===== config.mk =====
export PLATFORM = sky130hd
export DESIGN_NAME = clk_cfg_regs
export DESIGN_NICKNAME = d
export VERILOG_FILES = /design/src/rtl/clk_cfg_pkg.sv /design/src/rtl/clk_cfg_main.sv /design/src/rtl/clk_cfg_aux.sv /design/src/rtl/clk_cfg_lockmute.sv /design/src/rtl/clk_cfg_regs.sv
export SDC_FILE = /design/constraint.sdc
export NUM_CORES = 1
export LEC_CHECK = 0
export BUFFER_PORTS_ARGS = -buffer_cell sky130_fd_sc_hd__buf_2
export CORE_MARGIN = 4
export CORE_UTILIZATION = 45
export CTS_CLUSTER_SIZE = 8
export DETAILED_ROUTE_END_ITERATION = 16
export PLACE_DENSITY = 0.78
export SYNTH_ARGS = -nofsm -noshare
export SYNTH_HDL_FRONTEND = slang
export SYNTH_HIERARCHICAL = 1
export SYNTH_SLANG_ARGS = --single-unit

===== constraint.sdc =====
create_clock -name clk -period 1.8 [get_ports clk]
set_input_delay 0.36 -clock clk [delete_from_list [all_inputs] [get_ports clk]]
set_output_delay 0.36 -clock clk [all_outputs]
set_load 0.1 [all_outputs]

===== src/rtl/clk_cfg_pkg.sv =====
package clk_cfg_pkg;
  localparam int unsigned FREQ_W_DEF   = 6;
  localparam int unsigned FREQ_RST_DEF = 32;

  typedef struct packed {
    logic ven;
    logic vsel;
    logic cen;
  } aux_cfg_t;
endpackage


===== src/rtl/clk_cfg_main.sv =====
module clk_cfg_main #(
  parameter int unsigned FW  = 6,
  parameter int unsigned DEF = 32
) (
  input  logic          clk,
  input  logic          rst_n,
  input  logic          wr_en,
  input  logic [FW-1:0] wr_freq,
  input  logic          wr_imm,
  input  logic          sleep_enter,
  output logic [FW-1:0] main_freq_o,
  output logic [FW-1:0] shadow_o,
  output logic          imm_o,
  output logic          pend_o,
  output logic          upd_o
);
  localparam logic [FW-1:0] RST_CODE = FW'(DEF);

  logic [FW-1:0] main_q, main_d, shadow_q, shadow_d;
  logic          imm_q, imm_d, pend_q, pend_d;

  always_comb begin
    main_d   = main_q;
    shadow_d = shadow_q;
    imm_d    = imm_q;
    pend_d   = pend_q;
    if (sleep_enter) begin
      if (pend_q) begin
        main_d = shadow_q;
        pend_d = 1'b0;
      end
    end else if (wr_en) begin
      shadow_d = wr_freq;
      imm_d    = wr_imm;
      if (wr_imm) begin
        main_d = wr_freq;
        pend_d = 1'b0;
      end else begin
        pend_d = 1'b1;
      end
    end
  end

  assign upd_o = (main_d != main_q);

  always_ff @(posedge clk or negedge rst_n) begin
    if (!rst_n) begin
      main_q   <= RST_CODE;
      shadow_q <= RST_CODE;
      imm_q    <= 1'b0;
      pend_q   <= 1'b0;
    end else begin
      main_q   <= main_d;
      shadow_q <= shadow_d;
      imm_q    <= imm_d;
      pend_q   <= pend_d;
    end
  end

  assign main_freq_o = main_q;
  assign shadow_o    = shadow_q;
  assign imm_o       = imm_q;
  assign pend_o      = pend_q;

  // direct path lands on the pins next edge
  a_r2_direct: assert property (@(posedge clk) disable iff (!rst_n)
    (wr_en && wr_imm && !sleep_enter) |=> (main_freq_o == $past(wr_freq) && !pend_o));
  // deferred write never disturbs the pins
  a_r3_hold: assert property (@(posedge clk) disable iff (!rst_n)
    (wr_en && !wr_imm && !sleep_enter) |=> $stable(main_freq_o));
  // sleep always consumes the pending update
  a_r3_pend_clear: assert property (@(posedge clk) disable iff (!rst_n)
    sleep_enter |=> !pend_o);
  // a write colliding with sleep leaves the held code alone
  a_r4_collide: assert property (@(posedge clk) disable iff (!rst_n)
    sleep_enter |=> $stable(shadow_o));
endmodule


===== src/rtl/clk_cfg_aux.sv =====
module clk_cfg_aux
  import clk_cfg_pkg::*;
(
  input  logic     clk,
  input  logic     rst_n,
  input  logic     wr_en,
  input  aux_cfg_t wr_cfg,
  input  logic     sleep_enter,
  output aux_cfg_t cfg_o,
  output logic     vsel_out_o
);
  aux_cfg_t cfg_q, cfg_d;
  logic     vout_q, vout_d;

  always_comb begin
    cfg_d = cfg_q;
    if (sleep_enter) begin
      cfg_d.ven = 1'b0;
      cfg_d.cen = 1'b0;
    end else if (wr_en) begin
      cfg_d = wr_cfg;
    end
    vout_d = cfg_q.ven ? vout_q : cfg_d.vsel;
  end

  always_ff @(posedge clk or negedge rst_n) begin
    if (!rst_n) begin
      cfg_q  <= '0;
      vout_q <= 1'b0;
    end else begin
      cfg_q  <= cfg_d;
      vout_q <= vout_d;
    end
  end

  assign cfg_o      = cfg_q;
  assign vsel_out_o = vout_q;

  // sleep entry drops both enables
  a_r7_sleep_off: assert property (@(posedge clk) disable iff (!rst_n)
    sleep_enter |=> (!cfg_o.ven && !cfg_o.cen));
  // select pin frozen while the video PLL runs
  a_r9_sel_frozen: assert property (@(posedge clk) disable iff (!rst_n)
    cfg_o.ven |=> $stable(vsel_out_o));
endmodule


===== src/rtl/clk_cfg_lockmute.sv =====
module clk_cfg_lockmute (
  input  logic clk,
  input  logic rst_n,
  input  logic pll_lock,
  input  logic upd,
  output logic mute_o,
  output logic bclk_en_o
);
  logic s1_q, s2_q, wait_q, wait_d, tog_q, tog_d, mute;

  assign mute   = wait_q | ~s2_q;
  assign wait_d = upd | (wait_q & s2_q);
  assign tog_d  = mute ? 1'b0 : ~tog_q;

  always_ff @(posedge clk or negedge rst_n) begin
    if (!rst_n) begin
      s1_q   <= 1'b0;
      s2_q   <= 1'b0;
      wait_q <= 1'b0;
      tog_q  <= 1'b0;
    end else begin
      s1_q   <= pll_lock;
      s2_q   <= s1_q;
      wait_q <= wait_d;
      tog_q  <= tog_d;
    end
  end

  assign mute_o    = mute;
  assign bclk_en_o = tog_q & ~mute;

  // unmuted bus enable never stays high two cycles
  a_r6_alternate: assert property (@(posedge clk) disable iff (!rst_n)
    (bclk_en_o && !mute_o) |=> !bclk_en_o);
  // a pending lock wait keeps the clock muted
  a_r5_wait_mutes: assert property (@(posedge clk) disable iff (!rst_n)
    upd |=> mute_o);
endmodule


===== src/rtl/clk_cfg_regs.sv =====
module clk_cfg_regs
  import clk_cfg_pkg::*;
#(
  parameter int unsigned FREQ_W   = FREQ_W_DEF,
  parameter int unsigned FREQ_RST = FREQ_RST_DEF
) (
  input  logic              clk,
  input  logic              rst_n,
  input  logic              wr_en,
  input  logic [FREQ_W+3:0] wr_data,
  input  logic              sleep_enter,
  input  logic              pll_lock,
  output logic [FREQ_W+4:0] rd_data,
  output logic [FREQ_W-1:0] main_freq_o,
  output logic              vid_en_o,
  output logic              vid_sel_o,
  output logic              com_en_o,
  output logic              clk_mute_o,
  output logic              bclk_en_o
);
  localparam int unsigned IMM_B  = FREQ_W;
  localparam int unsigned VEN_B  = FREQ_W + 1;
  localparam int unsigned VSEL_B = FREQ_W + 2;
  localparam int unsigned CEN_B  = FREQ_W + 3;

  logic [FREQ_W-1:0] shadow;
  logic              imm, pend, upd;
  aux_cfg_t          wr_cfg, cfg;

  assign wr_cfg = '{ven: wr_data[VEN_B], vsel: wr_data[VSEL_B], cen: wr_data[CEN_B]};

  clk_cfg_main #(.FW(FREQ_W), .DEF(FREQ_RST)) u_main (
    .clk(clk), .rst_n(rst_n), .wr_en(wr_en),
    .wr_freq(wr_data[FREQ_W-1:0]), .wr_imm(wr_data[IMM_B]),
    .sleep_enter(sleep_enter), .main_freq_o(main_freq_o),
    .shadow_o(shadow), .imm_o(imm), .pend_o(pend), .upd_o(upd)
  );

  clk_cfg_aux u_aux (
    .clk(clk), .rst_n(rst_n), .wr_en(wr_en), .wr_cfg(wr_cfg),
    .sleep_enter(sleep_enter), .cfg_o(cfg), .vsel_out_o(vid_sel_o)
  );

  clk_cfg_lockmute u_lock (
    .clk(clk), .rst_n(rst_n), .pll_lock(pll_lock), .upd(upd),
    .mute_o(clk_mute_o), .bclk_en_o(bclk_en_o)
  );

  assign vid_en_o = cfg.ven;
  assign com_en_o = cfg.cen;
  assign rd_data  = {pend, cfg.cen, cfg.vsel, cfg.ven, imm, shadow};

  // any movement of the frequency pins is covered by mute
  a_r5_change_mutes: assert property (@(posedge clk) disable iff (!rst_n)
    (main_freq_o != $past(main_freq_o)) |-> clk_mute_o);
endmodule


# Yosys cells after proc, flatten, opt, wreduce, memory -nomap -nowiden
# Index checks and enable logic that the tools add are counted.
dict set report totals {
  regBits 22
  elab_cells 35
}
dict set report op_classes {
  eq_ne 1
  n_mux 12
  bitwise 8
  n_reduce_logical 2
}
# operator count
set ops {}
lappend ops {{$mux W6} 4}
lappend ops {{$mux W1} 7}
lappend ops {{$ne A6 B6 Y1} 1}
lappend ops {{$not A1 Y1} 4}
lappend ops {{$mux W3} 1}
lappend ops {{$and A1 B1 Y1} 2}
lappend ops {{$or A1 B1 Y1} 2}
lappend ops {{$reduce_and A2 Y1} 1}
lappend ops {{$reduce_bool A2 Y1} 1}

# Depth between registers and ports, before layout
dict set report depth {
  depth_word 5
  ltp_mapped 6
  depth_no_buf 5
}

# By module
# The synthesis kept the hierarchy.
# mod n_inst cells_each area_each_um2 seq_area_each_um2
set by_module_without_submodules {}
lappend by_module_without_submodules {clk_cfg_main 1 74 828.3 352.8}
lappend by_module_without_submodules {clk_cfg_aux 1 14 175.2 100.1}
lappend by_module_without_submodules {clk_cfg_lockmute 1 8 136.4 100.1}
lappend by_module_without_submodules {clk_cfg_regs 1 4 30.0 0.0}

# Least setup slack after synthesis
# OpenSTA, ideal clock, no wires.
dict set report synth_path {
  path_type {register -> register}
  start {register u_main.main_q[0] (netlist: u_main/main_freq_o[0])}
  end {register u_lock.wait_q}
  arrival_time_ns 1.739
  required_time_ns 1.681
  setup_slack_ns -0.057
  path_stages_with_launch 6
  n_path_buf 0
  period_less_slack_ns 1.857
  cell_sequence {dfrtp_1 -> xnor2_1 -> nand3_1 -> nor3_1 -> o221ai_1 -> a21o_2}
}
dict set report synth_via {
  elab_chain_len 5
  elab_cells_between_ends 6
}
# item line_no
set synth_lines {}
lappend synth_lines {{start, declared} clk_cfg_main.sv:19} ;# logic [FW-1:0] main_q, main_d, shadow_q, shadow_d;
lappend synth_lines {{start signal, assigned} clk_cfg_main.sv:53} ;# main_q <= main_d;
lappend synth_lines {{$mux W6} clk_cfg_main.sv:35} ;# if (wr_imm) begin
lappend synth_lines {{$mux W6} clk_cfg_main.sv:32} ;# end else if (wr_en) begin
lappend synth_lines {{$mux W6} clk_cfg_main.sv:27} ;# if (sleep_enter) begin
lappend synth_lines {{$ne A6 B6 Y1 *} clk_cfg_main.sv:44} ;# assign upd_o = (main_d != main_q);
lappend synth_lines {{net upd} clk_cfg_regs.sv:27} ;# logic imm, pend, upd;
lappend synth_lines {{$or A1 B1 Y1 *} clk_cfg_lockmute.sv:12} ;# assign wait_d = upd | (wait_q & s2_q);
lappend synth_lines {{net u_lock.wait_d} clk_cfg_lockmute.sv:9} ;# logic s1_q, s2_q, wait_q, wait_d, tog_q, tog_d, mute;
lappend synth_lines {{end signal, assigned} clk_cfg_lockmute.sv:24} ;# wait_q <= wait_d;
lappend synth_lines {{end, declared} clk_cfg_lockmute.sv:9}
# The timed path passes the listed nets; every way through them passes the cells marked *.
# A chain may end at the register's enable or synchronous reset.

# Worst setup path in the final report
dict set report layout_path {
  start {register u_main.main_q[5] (netlist: u_main/main_freq_o[5])}
  end {output main_freq_o[5]}
}
# item line_no
set layout_rtl {}
lappend layout_rtl {{end, declared} clk_cfg_regs.sv:14} ;# output logic [FREQ_W-1:0] main_freq_o,
# No word-level cell between the ends.

==> flow_results.org <==
** Run status
- Outcome :: finished clean

** Placed design
- After detailed placement, the total cell area comes to 0.00134 mm^2.
- Final HPWL DP :: approximately 1800 um
- IO buf count :: 36
- Before CTS, the worst setup slack after placement is between 0.2 and 0.3 ns.
- At the end of routability-driven placement, the weighted congestion stood at slightly below 0.8.

** Route
- Across all layers, the routed design uses 885 vias.
- In the routed layout, each cell is associated on average with a via count of 5.40.
- The first TritonRoute pass finished after 4 iterations.
- Starting DRC count in detailed routing :: 16
- Wires add up to between 2000 and 3000 um.
- In the final routed layout, each cell accounts on average for approximately 16 um.
- Residual DRC :: 0
- Antenna Nets Post-Route :: 0

** CTS
- Number of buffers on the longest clock path :: 2
- After clock tree synthesis, the clock-pin slew on the worst setup and hold paths is about 0.13 ns.
- The clock reaches the later pin of the worst-skew pair after between 0.3 and 0.4 ns.
- CTS Buf Count :: 3
- In this run the number of H-tree levels came out at 1.
- CTS saw 22 sinks.
- TritonCTS built the clock tree.
- Cell chosen for the clock root :: clkbuf_4

** STA
- Final hold violation count :: 0
- The smallest clock period supported by the final layout is computed as approximately 1.7 ns.
- Setup slack closes at around 0.077 ns.
- The clock arrives with approximately 0.0057 ns of skew.
- Remaining max-slew budget at the tightest pin :: between 60 and 70%
- The final-report max-slew violation count came to 0.
- Minimum hold slack :: ~0.14 ns
- Number of failing setup endpoints in the final timing report :: 0
- For the final routed database, the setup TNS stands at 0 ns.
- At the pin with the least slew margin, the transition time is 0.494 ns.
- Setup repair after global routing left no endpoint under its margin.
- Dividing the final minimum period by the clock period gives between 90% and 100%.
- Timing would allow up to 580 MHz.

** Floorplanning
- Row count :: 18
- The die is approximately 59 um wide.
- After floorplanning, the core was sized to cover 0.00248 mm^2.
- Die extent in y :: 59.0 um
- For this design the top-level I/O count stands at 37.
- DIE AREA :: 0.00348 mm^2
- Initial standard-cell utilization of the core :: around 47%

** GRT
- The first global-routing pass estimated approximately 4400 um of wire.
- Number of antenna violations at the first check in global routing :: 0
- The total overflow left after global routing is 0.
- In the global route stage, overall resource usage came out at ~17%.
- Entering global routing, the biggest net connects 23 pins.
- Via count of the first global-routing pass :: 884

** Critical path
- Critical path peak fanout :: 5
- For this run, the slowest stage of the critical path takes around 0.6 ns.
- At the worst endpoint, the arrival time is approximately 1.4 ns.
- Endpoint class of the critical path :: output pin
- Worst Path Class, Setup :: flop to output pin
- Startpoint Class :: flop
- Grouping stages by cell kind, the critical path spends the most delay in flip-flops.
- Sequence of cells on the critical path :: buf_2
- Critical path's slowest cell :: dfstp_2
- Counting both buffers and inverters, the worst setup path holds a total of 1.
- The setup check on the worst reg-to-reg path leaves a slack of 0.23 ns.
- Critical path data required time :: approximately 1.4 ns

** Synth
- Unique masters post-synth :: 31
- A synthesized cell averages between 10 and 15 um^2.
- During synthesis, Yosys emitted a total of 6 warnings.
- Number of instances in the synthesized netlist :: 100
- Summing the sequential cell areas from Yosys gives between 40 and 50% of the chip area.
- In this run the cell area of the synthesized design comes to 0.00117 mm^2.
- Ranked by total cell area, the synthesized netlist is headed by dfrtp_1, mux2i_1, mux2_4.
- Yosys reg bits :: 22
- The share of synthesized area in the top cell type comes to 42.8%.
- The largest total area in the synthesized netlist belongs to dfrtp_1.
- Counting every net in the synthesized netlist gives 115.

** Layout
- Area used by multi-input combinational logic :: between 500 and 600 um^2
- From synthesis to final layout, the design area changed by 20.6%.
- Final-layout fill cell count :: 230
- Core utilization of the finished layout :: about 57%
- Area of all placed cells without fillers :: around 0.0014 mm^2
- Proportion of layout cells with a drive suffix above 1 :: 45.5%
- 0 antenna diodes ended up in the layout.
- The final layout contains 150 nets.
- Across the whole layout, storage elements account for approximately 560 um^2.

** Hold path
- Min-delay worst type :: primary input to flop

** Power and ir drop
- Total power divided by cell area :: between 1000 and 1500 mW/mm^2
- Across the VDD grid, the largest voltage drop is 674 uV.
- In this run the static leakage power is around 0.70 nW.

** Job
- The tool flagged a number of max-cap violations equal to 0.
-- metrics by stage --
step	power (mW)	std cells
after global routing	1.90	164
after CTS	1.83	163
after floorplan	1.31	100
final	1.82	164
after global placement	1.43	159
after detailed placement	1.44	159
-- state kept, by name, summed over array words and instances (netlist names) --
signal	flops
u_main/shadow_o	6
u_aux/cfg_o	3
u_main/imm_o	1
u_aux/vsel_out_o	1
u_lock/wait_q	1
u_main/pend_o	1
u_lock/s2_q	1
u_main/main_freq_o	6
u_lock/tog_q	1
u_lock/s1_q	1
-- layout make-up --
| cell class | count | area share [%] |
|---|---|---|
| Multi-Input combinational cell | 67 | 38.7 |
| Sequential cell | 22 | 39.7 |
| Tap cell | 30 | 2.66 |
| Timing Repair Buffer | 38 | 14.4 |
| Inverter | 3 | 0.798 |
| Clock buffer | 3 | 1.60 |
| Clock inverter | 1 | 2.13 |
-- what timing repair did --
| action | in CTS | in global routing |
|---|---|---|
| gates resized for setup | 0 | 2 |
| endpoints found under the setup margin | 0 | 2 |
| hold endpoints to repair | 0 | 12 |
| setup buffers | 0 | 0 |
| hold buffers | 0 | 1 |
-- routing by layer --
metal / wire, um / global-route usage [%]
met3: 113 / 2.83
met2: 1350 / 27.9
met4: 65 / 9.71
met1: 1060 / 21.1
met5: 0 / 0
-- synth_stat cells (all sizes together) --
| cell type | instances |
|---|---|
| nand3 | 3 |
| o311ai | 1 |
| xor2 | 4 |
| a21oi | 5 |
| nor3 | 2 |
| mux2i | 9 |
| nand2b | 2 |
| a211oi | 5 |
| inv | 3 |
| and2b | 1 |
| and3b | 1 |
| dfrtp | 20 |
| and3 | 5 |
| a21o | 1 |
| o21ai | 1 |
| or4bb | 1 |
| mux2 | 7 |
| nand2 | 5 |
| xnor2 | 6 |
| o221ai | 1 |
| nand3b | 1 |
| o22ai | 1 |
| a31o | 1 |
| nor3b | 1 |
| buf | 8 |
| nor2 | 3 |
| dfstp | 2 |
-- worst paths after layout --
kind / startpoint / end / cells after the start
max: u_main/main_freq_o[5] / main_freq_o[5] / 1
min: pll_lock / u_lock/s1_q / 1
max reg2reg: u_main/main_freq_o[5] / u_lock/wait_q / 5
min reg2reg: u_lock/s1_q / u_lock/s2_q / 0
max in group asynchronous: rst_n / u_main/main_freq_o[0] / 2
min in group asynchronous: rst_n / u_aux/vsel_out_o / 2
-- layout by cell type (no fill, tap or decap), types with 2 or more instances in the layout --
master,synthesis,final
buf_2,2,34
dfrtp_1,20,14
mux2i_1,9,9
xnor2_1,6,6
mux2_4,6,6
dfrtp_2,0,6
clkbuf_4,0,5
nand2_1,5,5
and3_1,5,5
a211oi_1,5,5
a21oi_1,5,5
xor2_1,4,4
nor2_1,3,3
inv_1,3,3
nand3_1,3,3
nor3_1,2,2
dfstp_2,2,2
-- power breakdown --
group          internal (mW)  leakage (nW)  switching, mW
logic                  0.177         0.411          0.611
clock network          0.225        0.0279          0.156
registers              0.571         0.256         0.0814
total                  0.973         0.695          0.848
-- logic make-up (layout without fill, tap and decap cells) --
group,Yosys count,in the layout,share of synthesized area (%)
xor gates and xnor gates,10,10,7.49
buffers and inverters,11,45,5.99
AOI/OAI and AO/OA,16,16,9.31
and+or+nand+nor,25,25,13.6
DFF,22,22,47.3
muxes,16,16,16.4
Note: power is estimated with default switching activity, not from simulation.
